File: src/rtl/fp_reg_stack.sv
`timescale 1ns/1ps
module fp_reg_stack #(
  parameter int DW = 80
) (
  input  logic          clk,
  input  logic          rst_n,
  input  logic          cmd_valid,
  input  logic [3:0]    cmd_op,
  input  logic [2:0]    cmd_idx,
  input  logic [DW-1:0] cmd_data,
  input  logic          cmd_fault,
  input  logic [2:0]    peek_idx,
  output logic [DW-1:0] peek_data,
  output logic [1:0]    peek_tag,
  output logic [15:0]   rd_word,
  output logic          rd_valid,
  output logic          stk_overflow,
  output logic          stk_underflow,
  output logic          cmd_unhandled
);
  localparam int NREG = 8;
  localparam int PW   = $clog2(NREG);
  localparam logic [1:0] TAG_VALID = 2'b00;
  localparam logic [1:0] TAG_EMPTY = 2'b11;

  localparam logic [3:0] OP_NOP  = 4'd0;
  localparam logic [3:0] OP_PUSH = 4'd1;
  localparam logic [3:0] OP_POP  = 4'd2;
  localparam logic [3:0] OP_POP2 = 4'd3;
  localparam logic [3:0] OP_XCHG = 4'd4;
  localparam logic [3:0] OP_FREE = 4'd5;
  localparam logic [3:0] OP_FREP = 4'd6;
  localparam logic [3:0] OP_INC  = 4'd7;
  localparam logic [3:0] OP_DEC  = 4'd8;
  localparam logic [3:0] OP_RDSW = 4'd9;
  localparam logic [3:0] OP_RDTW = 4'd10;
  localparam logic [3:0] OP_INIT = 4'd11;

  logic [PW-1:0] top;
  logic [1:0]    tg [NREG];
  logic [DW-1:0] dr [NREG];
  logic          ie, sf, c1;

  logic [PW-1:0] top_m1, top_p1, top_p2, sel;
  logic [15:0]   sw, tw;

  assign top_m1 = top - 1'b1;
  assign top_p1 = top + 1'b1;
  assign top_p2 = top + 2'd2;
  assign sel    = top + cmd_idx;

  assign sw = {2'b00, top, 1'b0, c1, 1'b0, ie, sf, 5'b00000, ie};

  for (genvar g = 0; g < NREG; g++) begin : g_tw
    assign tw[2*g +: 2] = tg[g];
  end

  assign peek_data = dr[top + peek_idx];
  assign peek_tag  = tg[top + peek_idx];

  always_ff @(posedge clk or negedge rst_n) begin
    if (!rst_n) begin
      top <= '0;
      ie <= 1'b0; sf <= 1'b0; c1 <= 1'b0;
      for (int k = 0; k < NREG; k++) begin
        tg[k] <= TAG_EMPTY;
        dr[k] <= '0;
      end
      rd_word <= '0; rd_valid <= 1'b0;
      stk_overflow <= 1'b0; stk_underflow <= 1'b0; cmd_unhandled <= 1'b0;
    end else begin
      rd_valid <= 1'b0;
      stk_overflow <= 1'b0;
      stk_underflow <= 1'b0;
      cmd_unhandled <= 1'b0;
      if (cmd_valid) begin
        case (cmd_op)
          OP_NOP: ;
          OP_PUSH: if (!cmd_fault) begin
            top <= top_m1;
            dr[top_m1] <= cmd_data;
            tg[top_m1] <= TAG_VALID;
            if (tg[top_m1] != TAG_EMPTY) begin
              stk_overflow <= 1'b1;
              ie <= 1'b1; sf <= 1'b1; c1 <= 1'b1;
            end
          end
          OP_POP: begin
            tg[top] <= TAG_EMPTY;
            top <= top_p1;
            if (tg[top] == TAG_EMPTY) begin
              stk_underflow <= 1'b1;
              ie <= 1'b1; sf <= 1'b1; c1 <= 1'b0;
            end
          end
          OP_POP2: if (cmd_idx == 3'd1) begin
            tg[top] <= TAG_EMPTY;
            tg[top_p1] <= TAG_EMPTY;
            top <= top_p2;
            if (tg[top] == TAG_EMPTY || tg[top_p1] == TAG_EMPTY) begin
              stk_underflow <= 1'b1;
              ie <= 1'b1; sf <= 1'b1; c1 <= 1'b0;
            end
          end else begin
            cmd_unhandled <= 1'b1;
          end
          OP_XCHG: begin
            dr[top] <= dr[sel];
            dr[sel] <= dr[top];
            tg[top] <= tg[sel];
            tg[sel] <= tg[top];
          end
          OP_FREE: tg[sel] <= TAG_EMPTY;
          OP_FREP: begin
            tg[sel] <= TAG_EMPTY;
            tg[top] <= TAG_EMPTY;
            top <= top_p1;
          end
          OP_INC: top <= top_p1;
          OP_DEC: top <= top_m1;
          OP_RDSW: begin rd_word <= sw; rd_valid <= 1'b1; end
          OP_RDTW: begin rd_word <= tw; rd_valid <= 1'b1; end
          OP_INIT: begin
            top <= '0;
            ie <= 1'b0; sf <= 1'b0; c1 <= 1'b0;
            for (int k = 0; k < NREG; k++) tg[k] <= TAG_EMPTY;
          end
          default: cmd_unhandled <= 1'b1;
        endcase
      end
    end
  end

  a_r9_step: assert property (@(posedge clk) disable iff (!rst_n)
    (cmd_valid && cmd_op == OP_INC) |=> (top == $past(top) + 3'd1) && $stable(tw));

  a_r5_fault_cancel: assert property (@(posedge clk) disable iff (!rst_n)
    (cmd_valid && cmd_op == OP_PUSH && cmd_fault) |=> $stable(top) && $stable(tw) && !stk_overflow);

  a_r8_free_keeps_top: assert property (@(posedge clk) disable iff (!rst_n)
    (cmd_valid && cmd_op == OP_FREE) |=> $stable(top));

  a_r1_init: assert property (@(posedge clk) disable iff (!rst_n)
    (cmd_valid && cmd_op == OP_INIT) |=> (tw == 16'hFFFF) && (top == '0));

  a_r3_overflow_cause: assert property (@(posedge clk) disable iff (!rst_n)
    stk_overflow |-> $past(cmd_valid && cmd_op == OP_PUSH && !cmd_fault));

  a_r4_flags_exclusive: assert property (@(posedge clk) disable iff (!rst_n)
    $onehot0({stk_overflow, stk_underflow, cmd_unhandled}));
endmodule

File: config.mk
export PLATFORM = sky130hd
export DESIGN_NAME = fp_reg_stack
export DESIGN_NICKNAME = d
export VERILOG_FILES = /design/src/rtl/fp_reg_stack.sv
export SDC_FILE = /design/constraint.sdc
export NUM_CORES = 2
export LEC_CHECK = 0
export BUFFER_PORTS_ARGS = -buffer_cell sky130_fd_sc_hd__buf_2
export CORE_MARGIN = 3
export CORE_UTILIZATION = 50
export DETAILED_ROUTE_END_ITERATION = 8
export PLACE_DENSITY = 0.69
export SYNTH_ARGS = -nofsm -noshare
export SYNTH_HDL_FRONTEND = slang
export SYNTH_SLANG_ARGS = --single-unit
File: constraint.sdc
create_clock -name clk -period 5.98 [get_ports clk]
set_input_delay 1.196 -clock clk [delete_from_list [all_inputs] [get_ports clk]]
set_output_delay 1.196 -clock clk [all_outputs]
set_load 0.05 [all_outputs]
# == After elaboration in Yosys (flattened, before gate mapping) ==
# Cells that the tools add are included.
# word_totals
ff_bits,681
output_inout_bits,102
input_bits,94
wordCells,164
# op_classes
n_eq_ne,20
n_addsub,5
n_reduce_logical,19
muxes,76
order_cmp,9
bitwise,11
# ops
op,count
640-bit bitwise mux,3
640-bit case mux with 2 select lines,1
80-bit binary-select mux with 3-bit select,3
80-bit demux with 3-bit select,3
80-bit two-way mux,9
640-bit two-way mux,1
16-bit case mux with 7 select lines,1
16-bit bitwise OR,4
16-bit bitwise mux,2
16-bit two-way mux,2
16-bit case mux with 2 select lines,1
2-bit binary-select mux with 3-bit select,5
2-bit two-way mux,14
2-bit demux with 3-bit select,4
4-bit greater-or-equal comparator (second input constant),5
1-bit two-way mux,20
3-bit NOT with 4-bit output,5
16-bit AND,1
4-bit by 3-bit == test with 1-bit output (second input constant),4
4-bit == test (second input constant),4
4-bit by 1-bit less-than comparator with 1-bit output (second input constant),4
16-bit NOT,1
3-bit case mux with 5 select lines,1
2-bit inequality test (second input constant),6
other kinds (25),36

# == Logic depth before layout (Yosys ltp) ==
# logic_depth
word_depth,11
mapped_depth,16
mapped_depth_nobuf,9

# == Least setup slack after synthesis ==
# Ideal clock, no wire load.
# synth_timing
path_kind,input port to output port
from,input port peek_idx[0]
to,output port peek_data[22]
required_time_ps,4784
n_path_buf,2
path_stages,8
arrival_time_ps,3402
setup_slack_ps,1382
cell_sequence,ha_1 fa_1 xnor2_1 xnor2_1 clkbuf_1 clkbuf_1 mux4_2 mux2_2
# synth_between
elab_chain_len,5
# synth_rtl
item,line,text
"start, declared",12,"input logic [2:0] peek_idx,"
3-bit adder,58,assign peek_data = dr[top + peek_idx];
3-bit NOT with 4-bit output (not written as such),58,
80-bit binary-select mux with 3-bit select,58,
80-bit two-way mux (not written as such) (2 in series),58,
"end, declared",13,"output logic [DW-1:0] peek_data,"
# No other way between the ends. The select of a mux whose other input is x is not followed.

# == Worst setup path in the final report ==
# layout_timing
from,register top[0]
to,output port peek_data[13]
# layout_between
elab_chain_len,5
# layout_rtl
item,line,text
"start, declared",39,logic [PW-1:0] top;
"start signal, assigned",80,top <= top_m1;
"start signal, assigned",90,top <= top_p1;
"start signal, assigned",99,top <= top_p2;
3-bit adder,58,
3-bit NOT with 4-bit output (not written as such),58,
80-bit binary-select mux with 3-bit select,58,
80-bit two-way mux (not written as such) (2 in series),58,
# No other way between the ends. The select of a mux whose other input is x is not followed.

==> impl_metrics.csv <==
group,metric,value,unit
hold_path,holdPathStages,2,
final_layout,drive_above_1_share,21.7,%
floorplan,initial_core_util,50.8,%
place,gp_congestion,0.903,
grt,grt_pass1_wl,324000,um
logic_synthesis,yosys.area.top_type,"dfrtp_1",
worst_setup_path,reg2reg_depth,11,
power,power_density,721,nW/um^2
detailed_routing,wl,219000,um
final_layout,fin_area,56000,um^2
clocking,clkTransAtPathRegs,0.06,ns
timing,rsz0062_at_grt,"false",
clocking,cts_setup_buffers,0,
worst_setup_path,worst_ep_arrival_time,4.46,ns
clocking,insertion_delay,0.68,ns
logic_synthesis,synth_area_leaders,"dfrtp_1 (32%), mux4_2 (18%), a221oi_1 (8.7%), nor2_1 (7.8%), mux2i_1 (5.5%)",
timing,setup_tns,0,ns
grt,track_usage,39.7,%
worst_setup_path,endpoint_kind,"primary output",
detailed_routing,first_pass_iters,7,
outcome,status,"finished with violations",
floorplan,dieArea,107000,um^2
detailed_routing,drc,0,
place,dp_hpwl,118000,um
floorplan,dieHeight,326,um
worst_setup_path,crit_fanout,29,
timing,min_period,5.65,ns
place,dp.cells,6248,
logic_synthesis,synth-edff-count,0,
logic_synthesis,synth_nets,5321,
clocking,cts_buffers,82,
logic_synthesis,yosysSeqAreaShare,33.2,%
detailed_routing,dr_total_vias,51400,
power,power_leakage,22.8,nW
worst_setup_path,crit_type,"reg -> out",
logic_synthesis,syn_area,51300,um^2
timing,slew_violations,31,
clocking,clkSinkCount,681,
logic_synthesis,syn_inst,5217,
timing,hold_viol,0,
worst_setup_path,worstReg2RegStart,"top[0]",
final_layout,utilization,55.5,%
clocking,cts-htree-levels,3,
timing,tightest_slew,1.56,ns
final_layout,area_growth,9.11,%
floorplan,core_area,101000,um^2
logic_synthesis,async_flop_share,100,%
clocking,cts_resized,0,
logic_synthesis,ys.warnings.count,0,
logic_synthesis,netlist_top_cells_count,"nor2_1 (1070), dfrtp_1 (665), a221oi_1 (510), clkbuf_1 (427), mux4_2 (414)",
detailed_routing,initialDrtViolationCount,9311,
grt,grt_pass1_vias,50000,
clocking,clockRootBuffer,"clkbuf_16",
logic_synthesis,dominantRegCellSynth,"dfrtp_1",
worst_setup_path,critPathLaunchType,"flop",
power,ir_worst_vdd,0.000567,V
logic_synthesis,synth_top_cell_area_share,32.4,%
final_layout,fillers,8762,
clocking,cts_buffer_depth,3,
floorplan,ioPinCount,196,
floorplan,die_x,326,um
detailed_routing,avgRoutedWirePerCell,34.2,um
grt,grt_overflow,0,
timing,clock.fmax,0.177,GHz
final_layout,fin_cells,6410,
logic_synthesis,synth-seq-cells,681,
logic_synthesis,synth.most_common_cell,"nor2_1",
clocking,postCtsHoldBufs,0,
grt,antenna_found_initial,18,
timing,relSlewSlack,-4.38,%
logic_synthesis,avgSynthCellArea,9.84,um^2
logic_synthesis,synth_cell_type_count,69,
clocking,cts_tree,"built",
detailed_routing,vias_per_cell,8.02,
place,postPlaceCellArea,53200,um^2
worst_setup_path,crit_start,"top[0]",
power,power,0.0404,W
timing,setup_viol,0,
grt,grt_max_degree,193,
timing,skew,0.0319,ns
outcome,failed_checks,"max-capacitance violations, max-slew violations",
worst_setup_path,crit_required,4.78,ns
run,cap_violations,2,
floorplan,fp-row-count,116,
final_layout,nets,5079,
hold_path,holdCritStartpoint,"rd_word[0]",
place,numPortBuffers,195,
timing,post-route-period-util,94.6,%
hold_path,hold_class,"reg -> reg",
detailed_routing,ant_nets,0,
power by group:
part	switching (W)	leakage [nW]	total [W]	internal, W
Combinational	0.0166	12.7	0.0260	0.00935
Sequential	0.00238	8.71	0.00900	0.00662
Clock	0.00220	1.39	0.00540	0.00320
cells by family after synthesis:
logic type                 count (synthesis)  share of synthesized area [%]
AOI/OAI and AO/OA                       1636                           24.4
adders and majority gates                 10                          0.273
DFF                                      681                           33.2
muxes                                    781                           25.5
buffers and inverters                    710                           5.80
and+or+nand+nor                         1390                           10.5
xor gates and xnor gates                   9                          0.227
flip-flops by register name, indices dropped and copies added, names as in the netlist:
register	cells
c1	1
cmd_unhandled	1
dr	640
rd_valid	1
rd_word	16
sf	1
stk_overflow	1
stk_underflow	1
tg	16
top	3
through the flow:
step / setup WS, ns / hold slack, ns
floorplan: 1.38 / 0.449
global placement: 0.740 / 0.461
detailed placement: 0.712 / 0.470
CTS: 0.402 / 0.484
global route: 0.328 / 0.504
finish: 0.325 / 0.485
critical path, cell delays in order (launching register included):
cell and delay (ns):
dfrtp_4 0.73, ha_4 0.28, fa_4 0.42, xnor2_1 0.19
xnor2_2 0.59, buf_4 0.55, mux4_2 0.41, mux2_2 0.35
buf_2 0.24
final cells by class:
class	instances	area, um^2	area share (%)
multi-input combinational	3826	31700	56.6
sequential	681	17100	30.5
clock inverter	27	353	0.630
antenna	12	30.0	0.0536
clock buffer	123	2480	4.43
timing repair buffer	344	2520	4.49
inverter	40	155	0.277
tap	1357	1700	3.03
cells in the final DEF, fill, tap and decap left out, types with 21 or more instances in the layout:
cell type	n
o2111ai_1	35
o22ai_1	402
clkbuf_8	21
a22oi_1	131
o221ai_2	29
buf_4	116
mux4_2	414
nor2_1	1054
clkbuf_16	85
o21ai_0	63
a22o_1	241
mux2_2	85
a221oi_1	510
buf_2	194
a21oi_1	133
inv_1	39
dfrtp_1	662
buf_12	33
nand2_1	242
mux2i_1	282
a2bb2oi_1	29
layer usage:
layer	vias up	share of wire (%)	global-route usage, %
met2	5155	41	56.0
met4	14	7.6	24.5
met1	24800	35	51.4
met3	1390	16	15.3
met5	-	0.042	0.181
li1	20000	-	-
worst paths after layout:
| check | to | slack [ns] |
|---|---|---|
| max | peek_data[13] | 0.33 |
| min | rd_word[0] | 0.48 |
| max reg2reg | dr[624] | 0.95 |
| min reg2reg | rd_word[0] | 0.48 |
| max in group asynchronous | dr[618] | 4.15 |
| min in group asynchronous | dr[482] | 0.55 |
(Power assumes the default switching activity.)
